$ cat config.mk
export PLATFORM = sky130hd
export DESIGN_NAME = pending_target_queue
export DESIGN_NICKNAME = d
export VERILOG_FILES = /design/src/rtl/ptq_pkg.sv /design/src/rtl/ptq_flag_unit.sv /design/src/rtl/ptq_ptr_ctrl.sv /design/src/rtl/ptq_slot_array.sv /design/src/rtl/pending_target_queue.sv
export SDC_FILE = /design/constraint.sdc
export NUM_CORES = 1
export LEC_CHECK = 0
export CORE_ASPECT_RATIO = 0.8
export CORE_MARGIN = 2
export CORE_UTILIZATION = 29
export CTS_BUF_LIST = sky130_fd_sc_hd__clkbuf_4 sky130_fd_sc_hd__clkbuf_8
export DETAILED_ROUTE_END_ITERATION = 8
export PLACE_DENSITY_LB_ADDON = 0.2
export SETUP_SLACK_MARGIN = 0.2
export SLEW_MARGIN = 5
export SYNTH_ARGS = -nofsm -noshare
export SYNTH_HDL_FRONTEND = slang
export SYNTH_HIERARCHICAL = 1
export SYNTH_SLANG_ARGS = --single-unit
$ cat constraint.sdc
create_clock -name clk -period 8.1 [get_ports clk]
set_input_delay 1.215 -clock clk [delete_from_list [all_inputs] [get_ports clk]]
set_output_delay 1.215 -clock clk [all_outputs]
set_load 0.02 [all_outputs]
$ cat src/rtl/ptq_pkg.sv
package ptq_pkg;

  localparam logic [3:0] CMD_READ        = 4'd0;
  localparam logic [3:0] CMD_READ_EX     = 4'd1;
  localparam logic [3:0] CMD_UPGRADE     = 4'd2;
  localparam logic [3:0] CMD_SC_UPGRADE  = 4'd3;
  localparam logic [3:0] CMD_STORE_COND  = 4'd4;
  localparam logic [3:0] CMD_WRITE       = 4'd5;
  localparam logic [3:0] CMD_SC_UPG_FAIL = 4'd6;
  localparam logic [3:0] CMD_SC_FAIL     = 4'd7;
  localparam logic [3:0] CMD_PREFETCH    = 4'd8;

  localparam logic [1:0] SRC_CPU   = 2'd0;
  localparam logic [1:0] SRC_SNOOP = 2'd1;
  localparam logic [1:0] SRC_PREF  = 2'd2;

  function automatic logic needs_exclusive(input logic [3:0] cmd);
    return (cmd >= CMD_READ_EX) && (cmd <= CMD_SC_FAIL);
  endfunction

  function automatic logic is_upgrade_kind(input logic [3:0] cmd);
    return (cmd == CMD_UPGRADE) || (cmd == CMD_SC_UPGRADE) ||
           (cmd == CMD_STORE_COND);
  endfunction

  function automatic logic [3:0] upgrade_replacement(input logic [3:0] cmd);
    case (cmd)
      CMD_UPGRADE:    return CMD_READ_EX;
      CMD_SC_UPGRADE: return CMD_SC_UPG_FAIL;
      CMD_STORE_COND: return CMD_SC_FAIL;
      default:        return cmd;
    endcase
  endfunction

endpackage

$ cat src/rtl/ptq_flag_unit.sv
module ptq_flag_unit
  import ptq_pkg::*;
(
  input  logic       clk,
  input  logic       rst_n,
  input  logic       rewrite_fire,
  input  logic       clear_fire,
  input  logic       push_fire,
  input  logic [3:0] push_cmd,
  input  logic [1:0] push_src,
  input  logic       merge_fire,
  input  logic       merge_excl,
  input  logic       merge_upg,
  output logic       flag_excl,
  output logic       flag_upg
);

  logic push_counts;
  logic set_excl;
  logic set_upg;
  logic excl_next;
  logic upg_next;

  assign push_counts = push_fire && (push_src != SRC_SNOOP);
  assign set_excl = (push_counts && needs_exclusive(push_cmd)) ||
                    (merge_fire && merge_excl);
  assign set_upg  = (push_counts && is_upgrade_kind(push_cmd)) ||
                    (merge_fire && merge_upg);

  always_comb begin
    excl_next = flag_excl;
    upg_next  = flag_upg;
    if (rewrite_fire) upg_next = 1'b0;
    if (clear_fire) begin
      excl_next = 1'b0;
      upg_next  = 1'b0;
    end
    excl_next = excl_next | set_excl;
    upg_next  = upg_next | set_upg;
  end

  always_ff @(posedge clk) begin
    if (!rst_n) begin
      flag_excl <= 1'b0;
      flag_upg  <= 1'b0;
    end else begin
      flag_excl <= excl_next;
      flag_upg  <= upg_next;
    end
  end

endmodule

$ cat src/rtl/ptq_ptr_ctrl.sv
module ptq_ptr_ctrl #(
  parameter int DEPTH = 8,
  localparam int PTR_W = $clog2(DEPTH),
  localparam int CNT_W = PTR_W + 1
) (
  input  logic             clk,
  input  logic             rst_n,
  input  logic             push_fire,
  input  logic             pop_fire,
  input  logic             merge_fire,
  input  logic [CNT_W-1:0] merge_cnt,
  output logic [PTR_W-1:0] rd_ptr,
  output logic [PTR_W-1:0] wr_ptr,
  output logic [CNT_W-1:0] count
);

  logic [CNT_W-1:0] add_amt;
  logic [CNT_W-1:0] sub_amt;

  assign add_amt = push_fire  ? CNT_W'(1) :
                   merge_fire ? merge_cnt : '0;
  assign sub_amt = pop_fire ? CNT_W'(1) : '0;

  always_ff @(posedge clk) begin
    if (!rst_n) begin
      rd_ptr <= '0;
      wr_ptr <= '0;
      count  <= '0;
    end else begin
      rd_ptr <= rd_ptr + PTR_W'(sub_amt);
      wr_ptr <= wr_ptr + add_amt[PTR_W-1:0];
      count  <= count + add_amt - sub_amt;
    end
  end

endmodule

$ cat src/rtl/ptq_slot_array.sv
module ptq_slot_array
  import ptq_pkg::*;
#(
  parameter int DEPTH   = 8,
  parameter int ORDER_W = 8,
  parameter int TIME_W  = 16,
  localparam int PTR_W  = $clog2(DEPTH),
  localparam int CNT_W  = PTR_W + 1
) (
  input  logic                       clk,
  input  logic                       rst_n,
  input  logic [PTR_W-1:0]           rd_ptr,
  input  logic [PTR_W-1:0]           wr_ptr,
  input  logic [CNT_W-1:0]           count,
  input  logic                       push_fire,
  input  logic [3:0]                 push_cmd,
  input  logic [ORDER_W-1:0]         push_order,
  input  logic [TIME_W-1:0]          push_time,
  input  logic [1:0]                 push_src,
  input  logic                       push_mark,
  input  logic                       merge_fire,
  input  logic [CNT_W-1:0]           merge_cnt,
  input  logic [4*DEPTH-1:0]         merge_cmd,
  input  logic [ORDER_W*DEPTH-1:0]   merge_order,
  input  logic [TIME_W*DEPTH-1:0]    merge_time,
  input  logic [2*DEPTH-1:0]         merge_src,
  input  logic [DEPTH-1:0]           merge_mark,
  input  logic                       rewrite_fire,
  output logic [3:0]                 head_cmd,
  output logic [ORDER_W-1:0]         head_order,
  output logic [TIME_W-1:0]          head_time,
  output logic [1:0]                 head_src,
  output logic                       head_mark
);

  logic [3:0]         cmd_q   [DEPTH];
  logic [ORDER_W-1:0] order_q [DEPTH];
  logic [TIME_W-1:0]  time_q  [DEPTH];
  logic [1:0]         src_q   [DEPTH];
  logic [DEPTH-1:0]   mark_q;

  logic [DEPTH-1:0]   sel_push;
  logic [DEPTH-1:0]   sel_merge;
  logic [DEPTH-1:0]   sel_rewrite;
  logic [PTR_W-1:0]   merge_idx [DEPTH];

  for (genvar s = 0; s < DEPTH; s++) begin : g_slot
    logic [PTR_W-1:0] from_tail;
    logic [PTR_W-1:0] from_head;
    assign from_tail      = PTR_W'(s) - wr_ptr;
    assign from_head      = PTR_W'(s) - rd_ptr;
    assign merge_idx[s]   = from_tail;
    assign sel_push[s]    = push_fire && (from_tail == '0);
    assign sel_merge[s]   = merge_fire && ({1'b0, from_tail} < merge_cnt);
    assign sel_rewrite[s] = rewrite_fire && ({1'b0, from_head} < count);
  end

  always_ff @(posedge clk) begin
    if (!rst_n) begin
      for (int s = 0; s < DEPTH; s++) begin
        cmd_q[s]   <= '0;
        order_q[s] <= '0;
        time_q[s]  <= '0;
        src_q[s]   <= '0;
      end
      mark_q <= '0;
    end else begin
      for (int s = 0; s < DEPTH; s++) begin
        if (sel_push[s]) begin
          cmd_q[s]   <= push_cmd;
          order_q[s] <= push_order;
          time_q[s]  <= push_time;
          src_q[s]   <= push_src;
          mark_q[s]  <= push_mark;
        end else if (sel_merge[s]) begin
          cmd_q[s]   <= merge_cmd[4*merge_idx[s] +: 4];
          order_q[s] <= merge_order[ORDER_W*merge_idx[s] +: ORDER_W];
          time_q[s]  <= merge_time[TIME_W*merge_idx[s] +: TIME_W];
          src_q[s]   <= merge_src[2*merge_idx[s] +: 2];
          mark_q[s]  <= merge_mark[merge_idx[s]];
        end else if (sel_rewrite[s]) begin
          cmd_q[s]   <= upgrade_replacement(cmd_q[s]);
        end
      end
    end
  end

  assign head_cmd   = cmd_q[rd_ptr];
  assign head_order = order_q[rd_ptr];
  assign head_time  = time_q[rd_ptr];
  assign head_src   = src_q[rd_ptr];
  assign head_mark  = mark_q[rd_ptr];

endmodule

$ cat src/rtl/pending_target_queue.sv
module pending_target_queue #(
  parameter int DEPTH   = 8,
  parameter int ORDER_W = 8,
  parameter int TIME_W  = 16
) (
  input  logic                        clk,
  input  logic                        rst_n,
  input  logic                        push_valid,
  input  logic [3:0]                  push_cmd,
  input  logic [ORDER_W-1:0]          push_order,
  input  logic [TIME_W-1:0]           push_time,
  input  logic [1:0]                  push_src,
  input  logic                        push_mark,
  input  logic                        pop,
  input  logic                        rewrite,
  input  logic                        flag_clear,
  input  logic                        app_valid,
  input  logic [$clog2(DEPTH):0]      app_cnt,
  input  logic [4*DEPTH-1:0]          app_cmd,
  input  logic [ORDER_W*DEPTH-1:0]    app_order,
  input  logic [TIME_W*DEPTH-1:0]     app_time,
  input  logic [2*DEPTH-1:0]          app_src,
  input  logic [DEPTH-1:0]            app_mark,
  input  logic                        app_excl,
  input  logic                        app_upg,
  output logic [$clog2(DEPTH):0]      count,
  output logic                        empty,
  output logic                        full,
  output logic                        head_valid,
  output logic [3:0]                  head_cmd,
  output logic [ORDER_W-1:0]          head_order,
  output logic [TIME_W-1:0]           head_time,
  output logic [1:0]                  head_src,
  output logic                        head_mark,
  output logic                        flag_excl,
  output logic                        flag_upg
);

  localparam int PTR_W = $clog2(DEPTH);
  localparam int CNT_W = PTR_W + 1;

  logic [PTR_W-1:0] rd_ptr;
  logic [PTR_W-1:0] wr_ptr;
  logic [CNT_W:0]   merged_total;

  // named internal events, observed by the checker
  logic push_acc;
  logic pop_acc;
  logic app_acc;
  logic clear_acc;
  logic rewrite_acc;

  assign empty        = (count == '0);
  assign full         = (count == CNT_W'(DEPTH));
  assign head_valid   = !empty;
  assign merged_total = {1'b0, count} + {1'b0, app_cnt};

  assign pop_acc     = pop && !empty;
  assign push_acc    = push_valid && (!full || pop);
  assign app_acc     = app_valid && !push_valid && !pop &&
                       (merged_total <= (CNT_W+1)'(DEPTH));
  assign clear_acc   = flag_clear && empty && !push_valid && !app_valid;
  assign rewrite_acc = rewrite && flag_upg;

  ptq_ptr_ctrl #(.DEPTH(DEPTH)) u_ptr (
    .clk        (clk),
    .rst_n      (rst_n),
    .push_fire  (push_acc),
    .pop_fire   (pop_acc),
    .merge_fire (app_acc),
    .merge_cnt  (app_cnt),
    .rd_ptr     (rd_ptr),
    .wr_ptr     (wr_ptr),
    .count      (count)
  );

  ptq_slot_array #(.DEPTH(DEPTH), .ORDER_W(ORDER_W), .TIME_W(TIME_W)) u_slots (
    .clk          (clk),
    .rst_n        (rst_n),
    .rd_ptr       (rd_ptr),
    .wr_ptr       (wr_ptr),
    .count        (count),
    .push_fire    (push_acc),
    .push_cmd     (push_cmd),
    .push_order   (push_order),
    .push_time    (push_time),
    .push_src     (push_src),
    .push_mark    (push_mark),
    .merge_fire   (app_acc),
    .merge_cnt    (app_cnt),
    .merge_cmd    (app_cmd),
    .merge_order  (app_order),
    .merge_time   (app_time),
    .merge_src    (app_src),
    .merge_mark   (app_mark),
    .rewrite_fire (rewrite_acc),
    .head_cmd     (head_cmd),
    .head_order   (head_order),
    .head_time    (head_time),
    .head_src     (head_src),
    .head_mark    (head_mark)
  );

  ptq_flag_unit u_flags (
    .clk          (clk),
    .rst_n        (rst_n),
    .rewrite_fire (rewrite_acc),
    .clear_fire   (clear_acc),
    .push_fire    (push_acc),
    .push_cmd     (push_cmd),
    .push_src     (push_src),
    .merge_fire   (app_acc),
    .merge_excl   (app_excl),
    .merge_upg    (app_upg),
    .flag_excl    (flag_excl),
    .flag_upg     (flag_upg)
  );

endmodule

==> key figures, run 1 <==
Place
  • Post-Place Worst Slack: 2.28 ns
  • Port buffer count: 331
  • DP Wirelength: 65700 um
  • RePlAce Congestion: 0.894

Yosys
  • Cell taking the most area after synthesis: edfxtp_1
  • Synth warn: 6
  • Post-synth EDFFs: 240
  • #FFs+latches synth: 260
  • Fraction of registers with async set/reset: 0
  • Sequential share of the synthesized area: 0.320
  • Dominant synthesized flop cell: edfxtp_1
  • Most frequent cell after synthesis: nand2_1
  • Top post-synthesis cells by count: nand2_1 (384), mux4_2 (305), edfxtp_1 (240), nor2_1 (174), mux2i_1 (173)
  • Cells after Synth: 2204
  • Unique cell type count in the Yosys netlist: 66
  • Synth Net Count: 2544
  • Avg Cell Area, Syn: 10.8 um2
  • Most area-consuming cells after synthesis: edfxtp_1 (30%), mux4_2 (29%), mux2i_1 (7.3%)
  • Synth top area share: 0.303
  • Mapped cell area: 23800 um2

Cells and area
  • Layout cells sized above 1: 0.187
  • Multi-input gate area in the final layout: 15300 um2
  • Final nets: 2735
  • Fillers: 7955
  • Area growth syn-to-layout: 21.7%
  • Reg area: 7630 um2

Worst setup path
  • CP max stage delay: 0.76 ns
  • Crit-path slowest cell: dfxtp_4
  • Critical Path Fanout Max: 47
  • Setup CP Type: flop to flop
  • FF-to-FF End: u_slots/cmd_q[4][2]$_SDFFCE_PN0P_
  • CP required: 8.60 ns
  • Worst Reg-to-Reg Cells: 13
  • Worst setup EP type: flop
  • RR Startpoint: u_ptr/wr_ptr[0]$_SDFF_PN0_
  • Crit-path leading delay family: buffers and inverters
  • Crit-path cells: inv_1 > ha_1 > xnor2_2 > buf_4 > clkinv_2 > ha_1 > a21o_1 > a31oi_1 > o211a_2 > buf_4 > nand2_1 > nor3_1 > a311o_1
  • WP buf/inv: 4
  • R2r setup slk: 2.82 ns
  • Worst setup SP type: flop
  • Arr. time, crit path: 5.78 ns

Power and ir drop
  • Leak: 10.4 nW
  • Peak VDD IR: 0.000148 V
  • Power Density: 258 nW/um2

Floorplan
  • Starting density of the core: 0.294
  • Die X-Extent: 324 um
  • Die area: 84400 um2
  • Core area: 80900 um2
  • IO Pins: 332
  • # rows: 93
  • Die height: 260 um

Worst hold path
  • Worst min-delay path startpoint: u_slots/mark_q[5]$_SDFFE_PN0P_
  • Worst hold stages: 2
  • Worst Hold Class: flop to flop
  • Worst hold endpoint: u_slots/mark_q[5]$_SDFFE_PN0P_

Routing
  • Via count: 20600
  • Antenna-violating nets left: 0
  • Final WL: 98000 um
  • Initial DRC count: 2427
  • WL/cell: 27.8 um
  • DR vias/cell: 5.85
  • First-pass detailed-route iteration total: 6
  • Residual DRC: 0

STA
  • Setup_tns: 0 ns
  • Final worst clock skew: 0.0167 ns
  • Worst slew margin: 0.236
  • Fmax: 0.189 GHz
  • Final worst setup slack: 2.82 ns
  • Worst-Margin Slew: 1.15 ns
  • Unrepaired setup endpoints after global routing: false
  • Max Slew Vio Count: 0
  • Min Tclk post-route: 5.28 ns
  • Hold Slack: 0.487 ns
  • Setup-failing EPs final: 0
  • Tcrit/Tclk final: 0.652
  • Final Hold Vio Count: 0

Clocking
  • CTS Root Cell: clkbuf_8
  • CTS Sinks: 260
  • # hold bufs at CTS: 0
  • H-tree depth: 2
  • Clk_lat worst skew: 0.64 ns
  • Clock slew at reported path FFs: 0.06 ns
  • CTS Buffer Depth: 3
  • TritonCTS Buffers: 50
  • Post-CTS Setup Bufs: 0
  • Post-CTS Resized: 0
  • TritonCTS clock tree: yes

Global route
  • Congestion Overflow GR: 0
  • Number of global-route vias before repair: 20200
  • First-pass GRT wire length: 139000 um
  • Pin count of the biggest net entering global routing: 75
  • Antenna violations before repair: 14
  • All-layer global routing usage: 0.227

Run
  • Max-cap violation count: 0

Status
  • Status: finished, final reports clean
-- metal layers --
metal | vias up | routed length, um | GRT usage
met5 | - | 83 | 0
met4 | 14 | 3060 | 0.0774
met3 | 175 | 10500 | 0.0688
met2 | 1124 | 44000 | 0.346
met1 | 10500 | 40300 | 0.306
li1 | 8860 | - | -
-- placed cells by master (no fill, tap or decap), drive strengths merged, types with 5 or more instances in the layout --
master | Yosys | final
a211oi | 32 | 32
a21o | 10 | 10
a21oi | 37 | 37
a22oi | 30 | 30
and2 | 40 | 40
and3 | 9 | 9
buf | 92 | 30
clkbuf | 129 | 64
clkdlybuf4s50 | 0 | 330
clkinv | 1 | 22
dfxtp | 20 | 20
diode | 0 | 5
edfxtp | 240 | 240
ha | 45 | 45
inv | 42 | 44
mux2i | 173 | 173
mux4 | 305 | 305
nand2 | 384 | 384
nand2b | 13 | 13
nand3 | 80 | 80
nand3b | 5 | 5
nor2 | 174 | 174
nor2b | 38 | 38
nor3 | 11 | 11
nor3b | 11 | 11
o211a | 28 | 28
o211ai | 12 | 12
o21ai | 136 | 136
o22ai | 30 | 30
o31ai | 5 | 5
or3 | 6 | 6
xnor2 | 6 | 6
xor2 | 7 | 7
-- power by group --
| part | internal (mW) | leakage (nW) | switching, mW |
|---|---|---|---|
| Clock | 0.741 | 0.530 | 0.626 |
| Combinational | 1.79 | 7.16 | 2.38 |
| Sequential | 1.75 | 2.67 | 0.196 |
-- state kept, by name, summed over array words and instances (netlist names) --
name and cells:
u_flags/flag_excl 1, u_slots/src_q 16, u_slots/order_q 64, u_flags/flag_upg 1
u_ptr/rd_ptr 3, u_slots/cmd_q 32, u_slots/mark_q 8, u_ptr/wr_ptr 3
u_ptr/count 4, u_slots/time_q 128
-- worst register-to-register path, cell delays in order, from the launching register on --
cell and delay, ns:
dfxtp_4 0.76, inv_1 0.34, ha_1 0.32, xnor2_2 0.17, buf_4 0.48, clkinv_2 0.53, ha_1 0.47, a21o_1 0.18
a31oi_1 0.19, o211a_2 0.56, buf_4 0.50, nand2_1 0.20, nor3_1 0.30, a311o_1 0.15
-- final cells by class --
type / instances / share of cell area
clock buffer: 64 / 0.0274
tap: 1092 / 0.0472
multi-input combinational: 1680 / 0.526
antenna: 5 / 0.000432
timing repair buffer: 360 / 0.122
clock inverter: 27 / 0.00743
sequential: 260 / 0.263
inverter: 43 / 0.00561
-- stage by stage --
stage                     instances  instance area [um2]  power, mW   util
after floorplan                2204                23800       4.59      -
after global placement         3434                27900       6.04  0.345
after detailed placement       3434                27900       6.10  0.345
after CTS                      3525                28900       7.48  0.358
after global routing           3531                29000       7.86  0.358
final                          3531                29000       7.49  0.358
-- cells by family (layout without fill, tap and decap cells) --
kind of cell	Yosys count	count (layout)	synth area share
and+or+nand+nor	780	780	0.143
adders and majority gates	48	48	0.0262
AOI/OAI and AO/OA	357	357	0.0972
xor gates and xnor gates	13	13	0.00510
buffers and inverters	264	494	0.0453
other	0	5	0
DFF	260	260	0.320
muxes	482	482	0.363
-- worst max path at each step --
stage	start	to	slack [ns]	cells past startpoint
after global placement	app_cnt[0]	u_slots/cmd_q[6][0]$_SDFFCE_PN0P_	2.46	12
after CTS	u_ptr/wr_ptr[0]$_SDFF_PN0_	u_slots/time_q[0][7]$_SDFFCE_PN0P_	2.62	10
final	u_ptr/wr_ptr[0]$_SDFF_PN0_	u_slots/cmd_q[4][2]$_SDFFCE_PN0P_	2.82	13
after detailed placement	app_cnt[0]	u_slots/cmd_q[6][0]$_SDFFCE_PN0P_	2.28	12
after floorplan	u_ptr/wr_ptr[1]$_SDFF_PN0_	u_slots/cmd_q[6][0]$_SDFFCE_PN0P_	3.39	17
after global routing	u_ptr/wr_ptr[0]$_SDFF_PN0_	u_slots/cmd_q[6][0]$_SDFFCE_PN0P_	2.58	12
Power figures use the tool's default switching activity.
==> inputs of run 2 (changes only) <==
- clock period: 8.1 -> 5.2 ns (I/O delays scaled with it)
==> key figures, run 2 (synthesis gave the netlist of run 1 again) <==
Cells and area
  • Most flop-heavy register: u_slots/time_q
  • Layout Cell Area excl Fill: 29200 um2 (+0.83%)
  • Max reg flops: 128 (unchanged)
  • Most frequent cells in the layout: nand2_1 (376), clkdlybuf4s50_1 (330), mux4_2 (305)
  • Fillers: 7935 (-0.25%)
  • Layout Utilization: 0.361 (+0.00299)
  • Layout cells sized above 1: 0.196 (+0.00892)
  • Most common cell after layout, fill and taps aside: nand2_1
  • Non-Filler Instances: 3555 (+0.68%)
  • Final nets: 2767 (+1.2%)
  • Area growth syn-to-layout: 22.7%
  • Top flop regs: u_slots/time_q (128), u_slots/order_q (64), u_slots/cmd_q (32)

Floorplan
  • Die area: 84400 um2 (unchanged)
  • Die height: 260 um (unchanged)
  • Starting density of the core: 0.294 (unchanged)
  • Core area: 80900 um2 (unchanged)
  • IO Pins: 332 (unchanged)
  • # rows: 93 (unchanged)
  • Die X-Extent: 324 um (unchanged)

Routing
  • Initial DRC count: 2212 (-8.9%)
  • Antenna-violating nets left: 0 (unchanged)
  • Residual DRC: 0 (unchanged)
  • First-pass detailed-route iteration total: 6 (unchanged)
  • Final WL: 98900 um (+0.87%)
  • WL/cell: 27.8 um (+0.19%)
  • DR vias/cell: 5.85 (about the same)
  • Via count: 20800 (+0.77%)

Power and ir drop
  • Overall power: 11.7 mW (+56%)
  • Peak VDD IR: 0.000244 V (+65%)
  • Power Density: 399 nW/um2 (+54%)
  • Pint: 6.64 mW (+55%)
  • Switch Pwr: 5.02 mW (+57%)
  • Clock network power share: 0.172 (-0.011)
  • Leak: 10.5 nW (+1.4%)
  • Sw frac: 0.431 (+0.00292)
  • Seq pwr share: 0.261 (about the same)
  • Comb pwr share: 0.567 (+0.010)

Clocking
  • CTS Sinks: 260 (unchanged)
  • Post-CTS Resized: 0 (unchanged)
  • Clock slew at reported path FFs: 0.06 ns (about the same)
  • CTS Buffer Depth: 3 (unchanged)
  • H-tree depth: 2 (unchanged)
  • # hold bufs at CTS: 0 (unchanged)
  • CTS Root Cell: clkbuf_8
  • TritonCTS Buffers: 49 (-2.0%)
  • Clk_lat worst skew: 0.64 ns (about the same)
  • Post-CTS Setup Bufs: 0 (unchanged)
  • TritonCTS clock tree: yes

Worst setup path
  • Critical Path Fanout Max: 53 (+13%)
  • Worst Reg-to-Reg Cells: 11 (-2)
  • Setup CP Type: flop to flop
  • RR Startpoint: u_ptr/wr_ptr[1]$_SDFF_PN0_
  • Cell mode on critical path: buf_4
  • Crit-path slowest cell: buf_4
  • FF-to-FF End: u_slots/cmd_q[0][0]$_SDFFCE_PN0P_
  • Arr. time, crit path: 4.53 ns (-1.25 ns)
  • Worst setup SP type: flop
  • R2r setup slk: 1.06 ns (-1.76 ns)
  • Worst setup EP type: flop
  • CP max stage delay: 0.75 ns (about the same)
  • Crit-path cells: inv_1 > ha_1 > xnor2_2 > clkinv_2 > buf_4 > nand3_2 > nand2_1 > nor2_4 > buf_4 > a22oi_1 > o21ai_0
  • CP required: 5.60 ns (-3.00 ns)

STA
  • Min Tclk post-route: 4.14 ns (-1.14 ns)
  • Worst-Margin Slew: 1.36 ns (+0.217 ns)
  • Final worst setup slack: 1.06 ns (-1.76 ns)
  • Tcrit/Tclk final: 0.795 (+0.144)
  • Worst slew margin: 0.0916 (-0.145)
  • Setup_tns: 0 ns (unchanged)
  • Unrepaired setup endpoints after global routing: false
  • Fmax: 0.242 GHz (+28%)
  • Setup-failing EPs final: 0 (unchanged)
  • Max Slew Vio Count: 0 (unchanged)
  • Final Hold Vio Count: 0 (unchanged)
  • Hold Slack: 0.505 ns (+0.0187 ns)
  • Final worst clock skew: 0.0271 ns (+0.0105 ns)

Place
  • Post-Place Worst Slack: 0.582 ns (-1.70 ns)
  • Placed cells: 3468 (+0.99%)
  • Port buffer count: 331 (unchanged)
  • Cell Area, Placed: 28300 um2 (+1.3%)
  • RePlAce Congestion: 0.893 (-0.18%)
  • DP Wirelength: 68600 um (+4.5%)

Worst hold path
  • Worst min-delay path startpoint: u_slots/mark_q[5]$_SDFFE_PN0P_
  • Worst hold stages: 2 (unchanged)
  • Worst Hold Class: flop to flop
  • Worst hold endpoint: u_slots/mark_q[5]$_SDFFE_PN0P_

Global route
  • All-layer global routing usage: 0.230 (+0.00264)
  • Number of global-route vias before repair: 20100 (-0.32%)
  • Congestion Overflow GR: 0 (unchanged)
  • First-pass GRT wire length: 142000 um (+1.9%)
  • Antenna violations before repair: 4 (-10)
  • Pin count of the biggest net entering global routing: 142 (+89%)

Status
  • Status: finished, final reports clean

Run
  • Max-cap violation count: 0 (unchanged)
[run 2: how the worst max path moves through the flow]
stage,slack [ns],endpoint,cells past startpoint,startpoint
after floorplan,0.49,u_slots/cmd_q[6][0]$_SDFFCE_PN0P_,17,u_ptr/wr_ptr[1]$_SDFF_PN0_
after global placement,0.73,u_slots/time_q[3][2]$_SDFFCE_PN0P_,13,app_cnt[0]
after detailed placement,0.58,u_slots/time_q[3][0]$_SDFFCE_PN0P_,13,app_cnt[0]
after CTS,0.97,head_order[7],5,u_ptr/rd_ptr[0]$_SDFF_PN0_
after global routing,0.81,u_slots/cmd_q[0][0]$_SDFFCE_PN0P_,11,u_ptr/wr_ptr[1]$_SDFF_PN0_
final,1.06,u_slots/cmd_q[0][0]$_SDFFCE_PN0P_,11,u_ptr/wr_ptr[1]$_SDFF_PN0_
[run 2: power by group through the flow]
stage	Sequential [mW]	Combinational, mW	Clock (mW)
2_1_floorplan	2.87	4.28	0
4_1_cts	3.05	6.57	2.04
3_5_place_dp	3.09	6.53	0
3_3_place_gp	3.08	6.48	0
6_report	3.04	6.61	2.00
5_1_grt	3.09	7.01	2.13
[run 2: layout make-up]
class | instances | area (um2) | share of cell area
antenna | 2 | 5.00 | 0.000171
clock buffer | 64 | 787 | 0.0269
clock inverter | 21 | 135 | 0.00463
inverter | 43 | 163 | 0.00557
multi-input combinational | 1680 | 15300 | 0.522
sequential | 260 | 7630 | 0.261
tap | 1092 | 1370 | 0.0468
timing repair buffer | 393 | 3880 | 0.133
[run 2: routing by layer]
metal	vias to the layer above	track usage	wire length [um]
met2	1118	0.365	45900
met5	-	0	13
met3	106	0.0413	8710
met4	2	0.0476	1900
met1	10600	0.327	42400
li1	8929	-	-
[run 2: worst max-delay path: cells and delay by family, from the launching register on]
family                     cells  cell delay (ns)
buffers and inverters          4             1.32
xor gates and xnor gates       1             0.18
DFF                            1             0.69
AOI/OAI and AO/OA              2             0.29
and+or+nand+nor                3             1.10
adders and majority gates      1             0.28
==> inputs of run 3 (changes only) <==
- clock period: 5.2 -> 4 ns (I/O delays scaled with it)
==> key figures, run 3 (synthesis gave the netlist of run 1 again) <==
Cells and area
  • Top flop regs: u_slots/time_q (128), u_slots/order_q (64), u_slots/cmd_q (32)
  • Most common cell after layout, fill and taps aside: nand2_1
  • Layout cells sized above 1: 0.208 (+0.0113)
  • Most frequent cells in the layout: nand2_1 (376), clkdlybuf4s50_1 (330), mux4_2 (305)
  • Area growth syn-to-layout: 24.7%
  • Layout Utilization: 0.367 (+0.00585)
  • Layout Cell Area excl Fill: 29700 um2 (+1.6%)
  • Max reg flops: 128 (unchanged)
  • Most flop-heavy register: u_slots/time_q
  • Final nets: 2798 (+1.1%)

Place
  • DP Wirelength: 70600 um (+2.9%)
  • RePlAce Congestion: 0.915 (+2.5%)
  • Post-Place Worst Slack: -0.126 ns (-0.708 ns)
  • Cell Area, Placed: 28700 um2 (+1.6%)
  • Port buffer count: 331 (unchanged)

STA
  • Setup-failing EPs final: 0 (unchanged)
  • Fmax: 0.276 GHz
  • Tcrit/Tclk final: 0.905
  • Final Hold Vio Count: 0 (unchanged)
  • Final worst clock skew: 0.0178 ns (-0.00932 ns)
  • Worst slew margin: 0.315 (+0.223)
  • Final worst setup slack: 0.382 ns (-0.683 ns)
  • Unrepaired setup endpoints after global routing: false
  • Worst-Margin Slew: 1.02 ns (-0.347 ns)
  • Min Tclk post-route: 3.62 ns
  • Max Slew Vio Count: 0 (unchanged)
  • Setup_tns: 0 ns (unchanged)

Clocking
  • Clock slew at reported path FFs: 0.06 ns (about the same)
  • Clk_lat worst skew: 0.63 ns (about the same)
  • TritonCTS clock tree: yes
  • Post-CTS Resized: 0 (unchanged)
  • H-tree depth: 2 (unchanged)
  • # hold bufs at CTS: 0 (unchanged)
  • TritonCTS Buffers: 49 (unchanged)
  • Post-CTS Setup Bufs: 0 (unchanged)
  • CTS Buffer Depth: 3 (unchanged)
  • CTS Sinks: 260 (unchanged)
  • CTS Root Cell: clkbuf_8

Worst setup path
  • R2r setup slk: 0.62 ns (-0.44 ns)
  • Worst setup EP type: output pin
  • Arr. time, crit path: 3.02 ns (-1.51 ns)
  • Worst Reg-to-Reg Cells: 11 (unchanged)
  • Crit-path slowest cell: dfxtp_4
  • FF-to-FF End: u_slots/order_q[7][0]$_SDFFCE_PN0P_
  • Setup CP Type: flop to output pin
  • WP buf/inv: 2 (-2)
  • Crit-path cells: buf_4 > mux4_2 > nand2_1 > nand2_1 > clkdlybuf4s50_1
  • Cell mode on critical path: nand2_1
  • Critical Path Fanout Max: 24 (-55%)
  • CP required: 3.40 ns (-2.20 ns)
  • CP max stage delay: 0.68 ns (-0.07 ns)
  • RR Startpoint: u_ptr/count[0]$_SDFF_PN0_
  • Crit-path leading delay family: buffers and inverters
  • Worst setup SP type: flop

Routing
  • WL/cell: 28.2 um (+1.4%)
  • First-pass detailed-route iteration total: 5 (-1)
  • DR vias/cell: 5.87 (+0.39%)
  • Antenna-violating nets left: 0 (unchanged)
  • Initial DRC count: 2590 (+17%)
  • Residual DRC: 0 (unchanged)
  • Final WL: 101000 um (+2.4%)
  • Via count: 21100 (+1.4%)

Global route
  • All-layer global routing usage: 0.234 (+0.00437)
  • Number of global-route vias before repair: 20400 (+1.1%)
  • Antenna violations before repair: 11 (+7)
  • Congestion Overflow GR: 0 (unchanged)
  • First-pass GRT wire length: 143000 um (+1.4%)
  • Pin count of the biggest net entering global routing: 114 (-20%)

Floorplan
  • Die area: 84400 um2 (unchanged)
  • Core area: 80900 um2 (unchanged)
  • Starting density of the core: 0.294 (unchanged)
  • # rows: 93 (unchanged)
  • Die X-Extent: 324 um (unchanged)
  • Die height: 260 um (unchanged)
  • IO Pins: 332 (unchanged)

Power and ir drop
  • Overall power: 15.3 mW (+31%)
  • Power Density: 515 nW/um2 (+29%)
  • Leak: 10.7 nW (+2.3%)
  • Peak VDD IR: 0.000341 V (+40%)

Worst hold path
  • Worst Hold Class: input port to flop
  • Worst min-delay path startpoint: rst_n
  • Worst hold endpoint: u_flags/flag_excl$_SDFF_PN0_
  • Worst hold stages: 3 (+1)

Status
  • Status: finished, final reports clean

Run
  • Max-cap violation count: 0 (unchanged)
[run 3: worst reg2reg max path, cell delays in order (launching register included)]
cell	delay [ns]
dfxtp_1	0.31
ha_1	0.21
fa_1	0.42
xor2_1	0.18
o32ai_1	0.26
o21a_1	0.23
or3b_2	0.46
a2bb2oi_1	0.24
a31oi_4	0.29
buf_12	0.24
nand3_1	0.16
o211a_1	0.15
[run 3: metrics by stage]
stage                     hold WS (ns)  instances
after floorplan                  0.440       2204
after global placement           0.449       3499
after detailed placement         0.473       3499
after CTS                        0.356       3588
after global routing             0.414       3590
final                            0.405       3590
[run 3: routing by layer]
layer | track usage | share of wire | vias up
met4 | 0.0562 | 0.022 | 12
met2 | 0.362 | 0.46 | 1145
li1 | - | - | 8984
met3 | 0.0558 | 0.10 | 125
met5 | 0 | 0.00064 | -
met1 | 0.330 | 0.42 | 10800
[run 3: how the worst max path moves through the flow]
stage,cells past startpoint,slack (ns),endpoint,startpoint
finish,5,0.38,head_time[5],u_ptr/rd_ptr[0]$_SDFF_PN0_
global route,5,0.23,head_time[5],u_ptr/rd_ptr[0]$_SDFF_PN0_
CTS,5,0.30,head_time[10],u_ptr/rd_ptr[0]$_SDFF_PN0_
detailed placement,12,-0.13,u_slots/time_q[7][3]$_SDFFCE_PN0P_,app_cnt[0]
global placement,12,-0.03,u_slots/order_q[7][2]$_SDFFCE_PN0P_,app_cnt[0]
floorplan,17,0.15,u_slots/cmd_q[6][0]$_SDFFCE_PN0P_,u_ptr/wr_ptr[1]$_SDFF_PN0_
[run 3: area by class of cell]
| type | instances | area, um2 |
|---|---|---|
| antenna | 2 | 5.00 |
| sequential | 260 | 7630 |
| fill | 7874 | 51200 |
| timing repair buffer | 424 | 4300 |
| clock inverter | 21 | 115 |
| inverter | 43 | 166 |
| tap | 1092 | 1370 |
| multi-input combinational | 1680 | 15300 |
| clock buffer | 68 | 830 |
[run 3: power breakdown]
| part | switching (mW) | internal, mW | total, mW |
|---|---|---|---|
| registers | 0.306 | 3.54 | 3.85 |
| clock network | 1.24 | 1.40 | 2.64 |
| logic | 4.97 | 3.83 | 8.80 |
